$ cat config.mk
export PLATFORM = sky130hd
export DESIGN_NAME = clkdiv_prescaler
export DESIGN_NICKNAME = d
export VERILOG_FILES = /design/src/rtl/clkdiv_pkg.sv /design/src/rtl/clkdiv_ctrl.sv /design/src/rtl/clkdiv_tick.sv /design/src/rtl/clkdiv_prescaler.sv
export SDC_FILE = /design/constraint.sdc
export NUM_CORES = 1
export LEC_CHECK = 0
export BUFFER_PORTS_ARGS = -buffer_cell sky130_fd_sc_hd__buf_2
export CAP_MARGIN = 20
export CORE_MARGIN = 2
export CORE_UTILIZATION = 53
export CTS_CLUSTER_DIAMETER = 200
export CTS_CLUSTER_SIZE = 28
export DETAILED_ROUTE_END_ITERATION = 8
export PLACE_DENSITY = 0.89
export SLEW_MARGIN = 5
export SYNTH_ARGS = -nofsm -noshare
export SYNTH_HDL_FRONTEND = slang
export SYNTH_HIERARCHICAL = 1
export SYNTH_SLANG_ARGS = --single-unit
$ cat constraint.sdc
create_clock -name clk -period 3 [get_ports clk]
set_input_delay 0.3 -clock clk [delete_from_list [all_inputs] [get_ports clk]]
set_output_delay 0.3 -clock clk [all_outputs]
set_load 0.1 [all_outputs]
$ cat src/rtl/clkdiv_pkg.sv
package clkdiv_pkg;

   // How a bus write to the control register is handled
   typedef enum logic [1:0] {
      WR_NONE = 2'd0,   // no write to this register
      WR_LOAD = 2'd1,   // enable rises: take the code, restart the count
      WR_DROP = 2'd2,   // enable cleared: code bits discarded
      WR_HOLD = 2'd3    // enable stays set: nothing changes
   } wr_kind_e;

endpackage

$ cat src/rtl/clkdiv_ctrl.sv
module clkdiv_ctrl
   import clkdiv_pkg::*;
#(
   parameter int CODE_W   = 7,
   parameter int ADDR_W   = 4,
   parameter int REG_ADDR = 0
) (
   input  logic              clk,
   input  logic              rst_n,
   input  logic [ADDR_W-1:0] bus_addr,
   input  logic              bus_wr,
   input  logic [CODE_W:0]   bus_wdata,
   output logic              div_en,
   output logic [CODE_W-1:0] div_code,
   output logic              restart
);

   localparam logic [ADDR_W-1:0] HIT_ADDR = ADDR_W'(REG_ADDR);

   logic     wr_hit;
   wr_kind_e wr_kind;

   assign wr_hit = bus_wr && (bus_addr == HIT_ADDR);

   always_comb begin
      if (!wr_hit)
         wr_kind = WR_NONE;
      else if (!bus_wdata[CODE_W])
         wr_kind = WR_DROP;
      else if (!div_en)
         wr_kind = WR_LOAD;
      else
         wr_kind = WR_HOLD;
   end

   assign restart = (wr_kind == WR_LOAD);

   always_ff @(posedge clk or negedge rst_n) begin
      if (!rst_n) begin
         div_en   <= 1'b0;
         div_code <= '0;
      end else begin
         case (wr_kind)
            WR_LOAD: begin
               div_en   <= 1'b1;
               div_code <= bus_wdata[CODE_W-1:0];
            end
            WR_DROP: div_en <= 1'b0;
            default: ;
         endcase
      end
   end


   code_kept_on_clear_chk: assert property (@(posedge clk) disable iff (!rst_n)
      (wr_hit && !bus_wdata[CODE_W]) |=> ($stable(div_code) && !div_en));


   hold_write_inert_chk: assert property (@(posedge clk) disable iff (!rst_n)
      (wr_hit && div_en && bus_wdata[CODE_W]) |=> ($stable(div_code) && div_en));


   load_takes_code_chk: assert property (@(posedge clk) disable iff (!rst_n)
      (wr_hit && !div_en && bus_wdata[CODE_W]) |=>
         (div_en && div_code == $past(bus_wdata[CODE_W-1:0])));


   foreign_addr_inert_chk: assert property (@(posedge clk) disable iff (!rst_n)
      !wr_hit |=> ($stable(div_code) && $stable(div_en)));

endmodule

$ cat src/rtl/clkdiv_tick.sv
module clkdiv_tick #(
   parameter int CODE_W = 7
) (
   input  logic              clk,
   input  logic              rst_n,
   input  logic              div_en,
   input  logic [CODE_W-1:0] div_code,
   input  logic              restart,
   output logic              tick_o
);

   // Count width holds 0 .. 2**CODE_W, the last index for code 0
   localparam int CNT_W = CODE_W + 1;
   localparam logic [CNT_W-1:0] LAST_MAX = {1'b1, {CODE_W{1'b0}}};

   logic [CNT_W-1:0] cnt;
   logic [CNT_W-1:0] last_idx;
   logic             at_last;

   // factor = 2**CODE_W + 1 - d, so last index = 2**CODE_W - d
   assign last_idx = LAST_MAX - {1'b0, div_code};
   assign at_last  = (cnt == last_idx);

   always_ff @(posedge clk or negedge rst_n) begin
      if (!rst_n)
         cnt <= '0;
      else if (restart || !div_en || at_last)
         cnt <= '0;
      else
         cnt <= cnt + 1'b1;
   end

   assign tick_o = !div_en || at_last;


   cnt_in_range_chk: assert property (@(posedge clk) disable iff (!rst_n)
      div_en |-> (cnt <= last_idx));


   single_pulse_chk: assert property (@(posedge clk) disable iff (!rst_n)
      (div_en && tick_o) |=> (!div_en || !tick_o));

endmodule

$ cat src/rtl/clkdiv_prescaler.sv
module clkdiv_prescaler #(
   parameter int CODE_W   = 7,
   parameter int ADDR_W   = 4,
   parameter int REG_ADDR = 0
) (
   input  logic              clk,
   input  logic              rst_n,
   input  logic [ADDR_W-1:0] bus_addr,
   input  logic              bus_wr,
   input  logic [CODE_W:0]   bus_wdata,
   output logic [CODE_W:0]   bus_rdata,
   output logic              tick_o
);

   localparam logic [ADDR_W-1:0] HIT_ADDR = ADDR_W'(REG_ADDR);

   generate
      if (CODE_W < 1 || CODE_W > 15) begin : g_bad_code_w
         $error("clkdiv_prescaler: CODE_W out of range");
      end
      if (ADDR_W < 1) begin : g_bad_addr_w
         $error("clkdiv_prescaler: ADDR_W must be positive");
      end
      if (REG_ADDR < 0 || REG_ADDR >= (1 << ADDR_W)) begin : g_bad_addr
         $error("clkdiv_prescaler: REG_ADDR does not fit ADDR_W");
      end
   endgenerate

   logic              div_en;
   logic [CODE_W-1:0] div_code;
   logic              restart;

   clkdiv_ctrl #(
      .CODE_W  (CODE_W),
      .ADDR_W  (ADDR_W),
      .REG_ADDR(REG_ADDR)
   ) u_ctrl (
      .clk      (clk),
      .rst_n    (rst_n),
      .bus_addr (bus_addr),
      .bus_wr   (bus_wr),
      .bus_wdata(bus_wdata),
      .div_en   (div_en),
      .div_code (div_code),
      .restart  (restart)
   );

   clkdiv_tick #(
      .CODE_W(CODE_W)
   ) u_tick (
      .clk     (clk),
      .rst_n   (rst_n),
      .div_en  (div_en),
      .div_code(div_code),
      .restart (restart),
      .tick_o  (tick_o)
   );

   // read mux
   assign bus_rdata = (bus_addr == HIT_ADDR) ? {div_en, div_code} : '0;


   disabled_full_rate_chk: assert property (@(posedge clk) disable iff (!rst_n)
      !div_en |-> tick_o);


   restart_no_early_tick_chk: assert property (@(posedge clk) disable iff (!rst_n)
      $rose(div_en) |-> !tick_o);

endmodule

## Yosys cells after proc, flatten, opt, wreduce, memory -nomap -nowiden

Index checks and enable logic that the tools add are counted.

- Mux-type cells: 6
- Reductions and logical operators: 7
- $add $sub $neg: 2
- Eq/ne operators: 3

Operators with widths:

| cell | count |
|---|---|
| $mux W8 | 2 |
| $add A8 B1 Y8 const B | 1 |
| $eq A8 B8 Y1 | 1 |
| $sub A8 B7 Y8 const A | 1 |
| $mux W2 | 3 |
| $logic_not A4 Y1 | 1 |
| $logic_or A1 B1 Y1 | 3 |
| $eq A2 B1 Y1 const B | 1 |
| $eq A2 B2 Y1 const B | 1 |
| $pmux W1 S2 | 1 |
| $reduce_bool A2 Y1 | 1 |
| $logic_and A1 B1 Y1 | 1 |
| $logic_not A1 Y1 | 1 |

- Input bits: 15
- Register bits after elaboration: 16
- Output and inout port bits: 9
- Word-level logic and storage cells: 21

## Depth between registers and ports, before layout

Gate-level depths: netlist of run 1.

- Depth after elaboration: 7
- Mapped depth: 7
- Depth with buffers taken out: 7

## By module

The synthesis of run 1 kept the hierarchy.

By module, submodules not included:

| module | instances | seq. area each (um^2) | cells an instance | area an instance (um^2) |
|---|---|---|---|---|
| clkdiv_tick | 1 | 200.2 | 68 | 623.1 |
| clkdiv_ctrl | 1 | 200.2 | 28 | 412.9 |
| clkdiv_prescaler | 1 | 0.0 | 9 | 71.3 |

## Worst setup path before layout of run 1

Ideal clock, no wire load.

- Kind: register to output
- Start point: register u_ctrl.div_code[0]
- End point: output tick_o
- Required time: 2.700 ns
- Cell stages (with the launch flop): 6
- Setup slack: 0.010 ns
- Buffers on the path: 0
- Arrival time: 2.690 ns
- Path through: dfrtp_1 or4_4 or4_4 xnor2_2 nor4_4 nand2b_1

- Longest elaborated chain between the ends: 3

RTL lines:

| what | RTL line | RTL |
|---|---|---|
| start: declaration | clkdiv_ctrl.sv:14 | `output logic [CODE_W-1:0] div_code,` |
| start signal: assignment | clkdiv_ctrl.sv:46 | `div_code <= bus_wdata[CODE_W-1:0];` |
| $sub A8 B7 Y8 | clkdiv_tick.sv:21 | `assign last_idx = LAST_MAX - {1'b0, div_code};` |
| $eq A8 B8 Y1 | clkdiv_tick.sv:22 | `assign at_last = (cnt == last_idx);` |
| $logic_or A1 B1 Y1 | clkdiv_tick.sv:33 | `assign tick_o = !div_en \|\| at_last;` |
| end: declaration | clkdiv_prescaler.sv:12 | `output logic tick_o` |

Every way passes these cells.

## Final worst setup path of run 1

Ends and elaborated chain as after synthesis.

==> summary.txt, run 1 <==
CTS
  – Clk buf depth: 2
  – Clk_lat worst skew: 0.28 ns
  – H-tree depth: 1
  – Total clock sinks: 16
  – CTS Hold Bufs: 1
  – Root Buffer: clkbuf_4
  – CTS tree: yes
  – Worst-path clk slew: 0.09 ns
  – CTS resizes: 0
  – Number of buffers created by CTS: 3
  – Setup bufs post-CTS: 0

Global routing
  – Largest net degree at the start of global routing: 17
  – Grt total ovfl: 0
  – Met3 Usage GRT: under 10%
  – Number of global-route vias before repair: about 900
  – First-pass GRT wire length: 3.95 mm
  – Met2 usage: about 34%
  – Tot GR Track Use: 21.4%
  – Grt met1 use: 26.2%
  – Most used routing layer: met2
  – Antenna violations before repair: 0

Die
  – Io pins: 24
  – Die X: 49.7 um
  – Die Area: 2470 um2
  – Starting Density: 56.4%
  – Die Height: 49.7 um
  – Std cell rows: 16
  – Core area: 1960 um2

Detailed routing
  – Post-Route WL: 2.24 mm
  – DRT Pass-1 Iters: 4
  – Vias/cell: about 5.4
  – Wire per inst: 14.2 um
  – Drt drc: 0
  – Detailed Route Iter0 Violations: 24
  – Via count: 851
  – Antenna-violating nets left: 0

Power and ir drop
  – P_leak: 0.000643 uW
  – PwrDens: 683 nW/um2
  – Maximum vdd drop: 0.435 mV
  – Overall Power: around 880 uW

Timing
  – Fin crit share: 91.6%
  – Setup TNS: 0 ns
  – Rel. slew slack: 67.5%
  – Fmax: 0.364 GHz
  – Final setup vio count: 0
  – Setup WS post-layout: between 0.2 and 0.3 ns
  – RSZ-0062 raised after global routing: no
  – Slew at the pin closest to its max-slew limit: 0.487 ns
  – Final setup skew: 0.00623 ns
  – Hold Vio Cnt, Final: 0
  – Final Max Slew Viols: 0
  – Tmin final: 2.75 ns
  – Final Hold Slack: 0.243 ns

Layout
  – Diode count: 0
  – Final std cells w/o fill: 158
  – Share of cells above drive strength 1: 32.8%
  – Area grow syn2layout: 17.1%
  – Net count, final: 153

Synthesis
  – Count of different cell masters after synthesis: 27
  – Synthesized Nets: about 130
  – Register bit total from synthesis: 16
  – Synth top area cells: dfrtp_1 (36%), mux2_4 (9.5%), xnor2_1 (7.1%), ha_1 (5.6%), and2_1 (4.5%)
  – Register area share after synthesis: 36.2%
  – Synthesized cell area: around 1100 um2
  – Average cell area after synthesis: 10.5 um2
  – Cell taking the most area after synthesis: dfrtp_1
  – Synth Instances: 105
  – Synth warn: 6
  – Share of the synthesized area in the top cell type: 36.2%

Critical path
  – Critical path peak fanout: 6
  – Arrival time at the worst endpoint: 2.45 ns
  – Worst setup SP type: flip-flop
  – Required time worst endpoint: 2.70 ns
  – Worst reg-to-reg setup slack: 0.84 ns
  – Crit path kind: reg -> out
  – CP endpoint kind: primary output
  – Most used cell, CP: or4_4
  – Slowest CP cell: or4_4
  – WP buf/inv: 1
  – CP max stage delay: roughly 0.58 ns
  – Crit path max-delay family: simple AND/OR/NAND/NOR gates
  – Worst-path cell chain: or4_4 > or4_4 > xnor2_2 > nor4_4 > nand2b_1 > buf_12

Worst hold path
  – HP Class: in -> reg

Place
  – Port Buf Inserts: 23
  – GP Congestion: 0.811
  – Placed insts: 154
  – Post-DP HPWL: 1.66 mm
  – Dpl ws: 0.567 ns

Status
  – Status: finished clean

Job
  – Max Cap Viol: 0
[cell usage in the layout, fill, tap and decap left out, drive strengths merged]
cell,instances
nand2,7
a31oi,1
dfrtp,16
nor3b,2
clkbuf,3
mux2i,1
nor2b,3
or4,2
nand2b,2
inv,3
nor2,9
o21ai,2
mux2,7
nor3,4
or3b,1
and2,8
nand4b,1
nand3,7
buf,24
xor2,5
xnor2,10
a211o,1
ha,5
nor4,2
dlygate4sd3,1
and3,4
[stage by stage]
| step | cell area [um2] | util (%) |
|---|---|---|
| 5_1_grt | 1300 | 66.1 |
| 6_report | 1300 | 66.1 |
| 3_3_place_gp | 1260 | 64.4 |
| 3_5_place_dp | 1260 | 64.4 |
| 2_1_floorplan | 1110 | - |
| 4_1_cts | 1300 | 66.1 |
[worst register-to-register path: stages (launching register included)]
cell and delay [ns]:
dfrtp_1 0.45, or4_4 0.58, or4_4 0.45, xnor2_2 0.16, nor4_4 0.15, buf_4 0.20
nor2_1 0.06
[synthesized netlist by cell type, drive strengths merged]
cell     n
or3b     1
nand3    7
nor2     9
a31oi    1
mux2i    1
mux2     7
a211o    1
xnor2   10
nand2    7
nor3     4
inv      3
and2     8
nor3b    2
nand2b   2
buf      2
xor2     5
ha       5
nor2b    3
or4      2
nor4     2
and3     4
nand4b   1
o21ai    2
dfrtp   16
[layer usage]
layer	part of all wire (%)	wire, um	vias to the layer above
met2	51	1140	30
met3	3.4	77	6
met1	43	972	405
met4	1.9	42	0
met5	0	0	-
li1	-	-	410
[layout make-up]
cell class	instances	area, um2
flip-flops and latches	16	400
fillers	162	666
inverters	3	11.3
multi-input cells	84	681
well taps	27	33.8
repair buffers	25	148
clock buffers	3	22.5
[logic make-up (layout without fill, tap and decap cells)]
family                   count (synthesis)  after routing  synth area share, %
AO/OA/AOI/OAI                            4              4                 2.60
XOR/XNOR                                15             15                 12.5
adder cells (fa/ha/maj)                  5              5                 5.65
buffers and inverters                    5             31                 2.37
flip-flops                              16             16                 36.2
multiplexers                             8              8                 10.4
AND/OR/NAND/NOR                         52             52                 30.3
[registers in the layout, indices dropped and copies added, names as in the netlist]
register,flops
u_ctrl/div_code,7
u_ctrl/div_en,1
u_tick/cnt,8
[path summary, 6_finish.rpt]
check / endpoint / depth (start not counted) / startpoint
setup / recovery: tick_o / 6 / u_ctrl/div_code[0]
hold / removal: u_ctrl/div_code[4] / 2 / bus_wdata[4]
setup reg to reg: u_tick/cnt[1] / 6 / u_ctrl/div_code[0]
hold reg to reg: u_tick/cnt[0] / 1 / u_tick/cnt[0]
max in group asynchronous: u_tick/cnt[7] / 2 / rst_n
min in group asynchronous: u_ctrl/div_code[1] / 2 / rst_n
[where the power goes]
group / total (uW) / internal, uW / switching, uW
clock: 109 / 46.5 / 62.5
sequential: 381 / 279 / 102
combinational: 395 / 195 / 200
No activity file was read; power rests on OpenSTA's default activity.
==> run 2, diff against run 1 <==
--- a/config.mk
+++ b/config.mk
@@ -16,5 +16,4 @@
 export SLEW_MARGIN = 5
 export SYNTH_ARGS = -nofsm -noshare
 export SYNTH_HDL_FRONTEND = slang
-export SYNTH_HIERARCHICAL = 1
 export SYNTH_SLANG_ARGS = --single-unit
==> run 2 against run 1 <==
  * Synthesized cell count is 6.7% higher
  * Sequential share of layout area is 0.74 points higher
  * Synthesized area is 2.8% lower
  * Via count is 6.8% higher
  * Largest cell class unchanged
  * Utilization is 0.67 points lower
==> summary.txt, run 2 <==
Synthesis
  – Most common cell in the netlist: dfrtp_1
  – Synth Instances: 112 (+6.7%)
  – Synthesized cell area: 1080 um2 (-2.8%)
  – Count of different cell masters after synthesis: 34 (+26%)
  – Number of flops mapped to enable cells by yosys: 0 (unchanged)
  – Mux cell area share after synthesis: 6.16% (-4.2 points)
  – Synth Area in XOR/XNOR: 10.6% (-2.0 points)
  – Share of the synthesized area in the top cell type: 37.2% (+1.1 points)
  – Register area share after synthesis: 37.2% (+1.1 points)
  – Register bit total from synthesis: 16 (unchanged)
  – Largest family of logic cells by synthesized area: simple AND/OR/NAND/NOR gates
  – Synth top area cells: dfrtp_1 (37%), xor2_1 (6.5%), and2_1 (5.2%), mux2_2 (5.2%), ha_1 (4.7%)
  – Ys async rst share: 100% (unchanged)
  – Post-synthesis adder-cell area fraction: 4.65% (-1.0 points)
  – Compound-gate portion of the synthesized area: 6.40% (+3.8 points)
  – Synthesized Nets: 131 (+4.8%)
  – Synth warn: 0 (-6)
  – Cell taking the most area after synthesis: dfrtp_1
  – Synth Flop Type: dfrtp_1
  – Commonest cells post-synth: dfrtp_1 (16), and2_1 (9), nor3_1 (9)
  – Simple logic cell fraction of the synthesized area: 29.7% (-0.63 points)
  – Average cell area after synthesis: 9.61 um2 (-8.9%)

Place
  – Dpl ws: 0.378 ns (-0.189 ns)
  – Post-DP HPWL: 1.74 mm (+4.5%)
  – GP Congestion: 0.823 (+1.5%)
  – Port Buf Inserts: 23 (unchanged)

Detailed routing
  – Via count: 909 (+6.8%)
  – Antenna-violating nets left: 0 (unchanged)
  – Post-Route WL: 2.29 mm (+2.4%)
  – DRT Pass-1 Iters: 4 (unchanged)
  – Detailed Route Iter0 Violations: 14 (-42%)
  – Drt drc: 0 (unchanged)
  – Wire per inst: 14.0 um (-0.77%)
  – Vias/cell: 5.58 (+3.5%)

Layout
  – Fin util: 65.4% (-0.67 points)
  – Largest register FFs: 8 (unchanged)
  – Area grow syn2layout: 18.0%
  – Top flop regs: u_tick.cnt: 8 flops, u_ctrl.div_code: 7 flops, u_ctrl.div_en: 1 flops
  – Largest Register: u_tick.cnt
  – Commonest non-fill, non-tap cell in the layout: buf_2
  – Filler cell count: 158 (-2.5%)
  – Net count, final: 156 (+2.0%)
  – Share of cells above drive strength 1: 29.4% (-3.4 points)
  – Diode count: 0 (unchanged)
  – Most frequent cells in the layout: buf_2 (22), dfrtp_1 (15), and2_1 (9), nor3_1 (9)

Die
  – Die X: 49.1 um (-1.3%)
  – Starting Density: 55.4% (-1.0 points)
  – Die Area: 2410 um2 (-2.6%)
  – Std cell rows: 16 (unchanged)
  – Core area: 1940 um2 (-1.0%)
  – Io pins: 24 (unchanged)
  – Die Height: 49.1 um (-1.3%)

Critical path
  – CP endpoint kind: primary output
  – Worst setup SP type: flip-flop
  – Critical path depth: 8 (+2)
  – Worst-path cell chain: inv_1 > ha_1 > xnor2_1 > nand2_1 > or4b_1 > nor4_4 > nand2b_2 > buf_12
  – WP buf/inv: 2 (+1)
  – Critical path peak fanout: 8 (+2)
  – Slowest CP cell: or4b_1
  – Arrival time at the worst endpoint: 2.57 ns (+0.12 ns)
  – CP max stage delay: 0.56 ns (-0.02 ns)
  – R2R cell count: 8 (+2)
  – Crit path kind: reg -> out
  – Crit path max-delay family: simple AND/OR/NAND/NOR gates
  – Required time worst endpoint: 2.70 ns (about the same)

Timing
  – Setup TNS: 0 ns (unchanged)
  – Final setup skew: 0.00437 ns (-0.00186 ns)
  – Tmin final: 2.87 ns (+0.120 ns)
  – RSZ-0062 raised after global routing: no
  – Rel. slew slack: 60.6% (-6.9 points)
  – Final Hold Slack: 0.227 ns (-0.0157 ns)
  – Fmax: 0.349 GHz (-4.2%)
  – Final setup vio count: 0 (unchanged)
  – Hold Vio Cnt, Final: 0 (unchanged)
  – Setup WS post-layout: 0.133 ns (-0.120 ns)
  – Fin crit share: 95.6% (+4.0 points)
  – Final Max Slew Viols: 0 (unchanged)
  – Slew at the pin closest to its max-slew limit: 0.586 ns (+0.0994 ns)

Global routing
  – Largest net degree at the start of global routing: 17 (unchanged)
  – Antenna violations before repair: 0 (unchanged)
  – First-pass GRT wire length: 4.05 mm (+2.6%)
  – Grt total ovfl: 0 (unchanged)
  – Number of global-route vias before repair: 886 (-1.1%)
  – Tot GR Track Use: 21.9% (+0.55 points)

CTS
  – Total clock sinks: 16 (unchanged)
  – Root Buffer: clkbuf_4
  – CTS tree: yes
  – Worst-path clk slew: 0.09 ns (about the same)
  – Clk_lat worst skew: 0.29 ns (about the same)
  – Clk buf depth: 2 (unchanged)
  – Setup bufs post-CTS: 0 (unchanged)
  – Number of buffers created by CTS: 3 (unchanged)
  – H-tree depth: 1 (unchanged)

Worst hold path
  – Worst hold path depth: 3 (+1)
  – HP Class: in -> reg

Power and ir drop
  – Overall Power: 899 uW (+1.5%)
  – P_leak: 0.000617 uW (-4.2%)
  – Maximum vdd drop: 0.499 mV (+15%)
  – PwrDens: 708 nW/um2 (+3.6%)

Status
  – Status: finished clean

Job
  – Max Cap Viol: 0 (unchanged)
[run 2: metrics by stage]
| step | area [um2] | std cells |
|---|---|---|
| 3_5_place_dp | 1220 | 158 |
| 5_1_grt | 1270 | 163 |
| 4_1_cts | 1270 | 163 |
| 2_1_floorplan | 1080 | 112 |
| 6_report | 1270 | 163 |
| 3_3_place_gp | 1220 | 158 |
[run 2: logic make-up after synthesis]
logic type,Yosys count
compound gates,11
flops,16
simple gates,50
buf+inv,12
fa+ha+maj,4
mux,6
xor+xnor,13
[run 2: path summary, 6_finish.rpt]
path                       slack, ns                  to                from
min                             0.23  u_ctrl.div_code[1]        bus_wdata[1]
min reg2reg                     0.60  u_ctrl.div_code[6]  u_ctrl.div_code[6]
max in group asynchronous       2.28  u_ctrl.div_code[0]               rst_n
min in group asynchronous       0.44       u_tick.cnt[3]               rst_n
max reg2reg                     0.69       u_tick.cnt[5]  u_ctrl.div_code[0]
max                             0.13              tick_o  u_ctrl.div_code[0]
[run 2: layout make-up]
cell class | count | area, um2 | share of cell area [%]
sequential | 16 | 402 | 31.6
clock buffer | 4 | 36.3 | 2.86
timing repair buffer | 26 | 155 | 12.2
inverter | 6 | 22.5 | 1.77
multi-input combinational | 84 | 621 | 48.9
tap | 27 | 33.8 | 2.66
[run 2: repair_timing]
action / in CTS / in global routing
endpoints found under the setup margin: 0 / 1
hold endpoints to repair: 16 / 0
hold buffers: 1 / 0
resized for setup: 0 / 1
[run 2: where the power goes]
| group | switching, uW | internal, uW | total, uW |
|---|---|---|---|
| registers | 114 | 283 | 397 |
| logic | 187 | 173 | 360 |
| clock network | 66.9 | 74.0 | 141 |
[run 2: tightest hold or removal path: stages]
cell	delay, ns
buf_2	0.07
nand2_1	0.05
o21ai_0	0.06
[run 2: metal layers]
metal / wire length [um] / global-route usage, %
met4: 52 / 10.5
met3: 71 / 1.84
met5: 0 / 0
met1: 1010 / 28.6
met2: 1160 / 36.5
==> run 3, diff against run 2 <==
==> constraint.sdc (replaced) <==
create_clock -name clk -period 2.85 [get_ports clk]
set_input_delay 0.285 -clock clk [delete_from_list [all_inputs] [get_ports clk]]
set_output_delay 0.285 -clock clk [all_outputs]
set_load 0.1 [all_outputs]
==> run 3 against run 2 <==
  * Global-route usage grew 0.13 points
  * Critical path type unchanged
  * Clock skew is essentially flat
  * Critical endpoint unchanged
  * Flip-flop and latch count is the same
  * Highest routed layer unchanged
  * Combinational power grew 9.4%
  * Die area is the same
==> summary.txt, run 3 (synthesized netlist as in run 2, its figures left out) <==
Power and ir drop
  – Seq pwr share: 43.2% (-1.0 points)
  – P_leak: 0.000624 uW (+1.2%)
  – Combinational power share: 41.2% (+1.1 points)
  – PwrDens: 744 nW/um2 (+5.1%)
  – Internal power: 567 uW (+7.0%)
  – Overall Power: 958 uW (+6.6%)
  – Switching share of power: 40.8% (-0.22 points)
  – Clock Power Share: 15.6% (about the same)
  – Maximum vdd drop: 0.531 mV (+6.3%)
  – Switching pwr: 390 uW (+6.0%)

Global routing
  – Tot GR Track Use: 22.0% (+0.13 points)
  – Largest net degree at the start of global routing: 17 (unchanged)
  – Number of global-route vias before repair: 886 (unchanged)
  – Grt total ovfl: 0 (unchanged)
  – First-pass GRT wire length: 4.07 mm (+0.52%)
  – Antenna violations before repair: 0 (unchanged)

Die
  – Std cell rows: 16 (unchanged)
  – Die Area: 2410 um2 (unchanged)
  – Core area: 1940 um2 (unchanged)
  – Die X: 49.1 um (unchanged)
  – Die Height: 49.1 um (unchanged)
  – Io pins: 24 (unchanged)
  – Starting Density: 55.4% (unchanged)

Worst hold path
  – Hold Path Origin: bus_wdata[1]
  – HP Class: in -> reg

CTS
  – Worst-path clk slew: 0.09 ns (about the same)
  – Clk_lat worst skew: 0.29 ns (about the same)
  – Number of buffers created by CTS: 3 (unchanged)
  – Root Buffer: clkbuf_4
  – Total clock sinks: 16 (unchanged)
  – CTS tree: yes
  – H-tree depth: 1 (unchanged)
  – Clk buf depth: 2 (unchanged)

Layout
  – Top flop regs: u_tick.cnt: 8 flops, u_ctrl.div_code: 7 flops, u_ctrl.div_en: 1 flops
  – Diode count: 0 (unchanged)
  – Net count, final: 158 (+1.3%)
  – Most frequent cells in the layout: buf_2 (22), dfrtp_1 (13), and2_1 (9), nor3_1 (9)
  – Share of cells above drive strength 1: 31.9% (+2.5 points)
  – Filler cell count: 154 (-2.5%)
  – Reg area: 404 um2 (+0.62%)
  – Area grow syn2layout: 19.7%
  – Commonest non-fill, non-tap cell in the layout: buf_2
  – Design area: 1290 um2 (+1.4%)
  – Final std cells w/o fill: 165 (+1.2%)
  – Largest register FFs: 8 (unchanged)
  – Largest Register: u_tick.cnt
  – Area of the multi-input gates: 621 um2 (unchanged)

Critical path
  – Critical path peak fanout: 10 (+2)
  – Worst setup SP type: flip-flop
  – Required time worst endpoint: 2.57 ns (-0.13 ns)
  – Arrival time at the worst endpoint: 2.44 ns (-0.13 ns)
  – Crit path from: u_ctrl.div_code[2]
  – CP endpoint kind: primary output
  – Worst R2R Start: u_ctrl.div_code[1]
  – Crit path kind: reg -> out

Timing
  – Fmax: 0.367 GHz
  – Final Max Slew Viols: 0 (unchanged)
  – Rel. slew slack: 61.3% (+0.75 points)
  – Setup TNS: 0 ns (unchanged)
  – RSZ-0062 raised after global routing: no
  – Slew at the pin closest to its max-slew limit: 0.575 ns (-0.0111 ns)
  – Hold Vio Cnt, Final: 0 (unchanged)
  – Fin crit share: between 90 and 100%
  – Final setup vio count: 0 (unchanged)
  – Tmin final: 2.72 ns
  – Final setup skew: 0.00461 ns (+0.000233 ns)

Job
  – Max Cap Viol: 0 (unchanged)

Place
  – Post-DP HPWL: 1.74 mm (unchanged)
  – Placed insts: 158 (unchanged)
  – GP Congestion: 0.823 (unchanged)
  – Placed inst area: 1220 um2 (unchanged)
  – Port Buf Inserts: 23 (unchanged)

Detailed routing
  – Vias/cell: 5.58 (about the same)
  – DRT Pass-1 Iters: 4 (unchanged)
  – Wire per inst: 14.0 um (-0.48%)
  – Antenna-violating nets left: 0 (unchanged)
  – Drt drc: 0 (unchanged)
  – Via count: 920 (+1.2%)
  – Detailed Route Iter0 Violations: 26 (+12)
  – Post-Route WL: 2.31 mm (+0.74%)

Status
  – Status: finished clean
[run 3: per-stage QoR]
step                hold WS, ns  util, %  worst slack (ns)
detailed placement        0.218     63.0             0.243
CTS                       0.209     65.9            0.0425
finish                    0.212     66.3             0.127
floorplan               -0.0106        -            0.0482
global placement          0.210     63.0             0.331
global route              0.219     66.3           0.00555
[run 3: worst paths after layout]
check	slack, ns	cells after the start	end
worst max-delay path	0.13	6	tick_o
worst min-delay path	0.21	3	u_ctrl.div_code[1]
worst max register to register	0.65	8	u_tick.cnt[5]
worst min register to register	0.60	1	u_ctrl.div_code[6]
max in group asynchronous	2.14	2	u_ctrl.div_code[1]
min in group asynchronous	0.42	2	u_tick.cnt[3]
[run 3: routing by layer]
| layer | vias to the layer above | wire (um) | track usage [%] |
|---|---|---|---|
| met1 | 448 | 996 | 28.8 |
| met2 | 20 | 1200 | 36.7 |
| li1 | 447 | - | - |
| met5 | - | 0 | 0 |
| met3 | 5 | 68 | 1.84 |
| met4 | 0 | 47 | 10.5 |
[run 3: layout make-up]
type | instances | area share (%)
multi-input combinational | 84 | 48.2
sequential | 16 | 31.4
timing repair buffer | 28 | 13.2
clock buffer | 4 | 2.82
tap | 27 | 2.62
inverter | 6 | 1.75
[run 3: worst max-delay path, stage by stage, from the launching register on]
cell and delay [ns]:
dfrtp_2 0.49, or4_4 0.58, nor4b_2 0.28, nor4_1 0.12, nor4_4 0.32, nand2b_2 0.19, buf_12 0.17
[run 3: repair_timing]
item,in CTS,in global routing
buffers inserted,1,1
gates resized for setup,2,1
endpoints found under the hold margin,16,0
pin swaps,0,1
hold buffers,1,0
endpoints found under the setup margin,1,1
[run 3: power by group through the flow]
stage	logic (uW)	clock network (uW)	registers, uW
global placement	354	0	410
finish	394	149	414
detailed placement	372	0	418
global route	437	166	427
CTS	389	152	410
floorplan	346	0	362
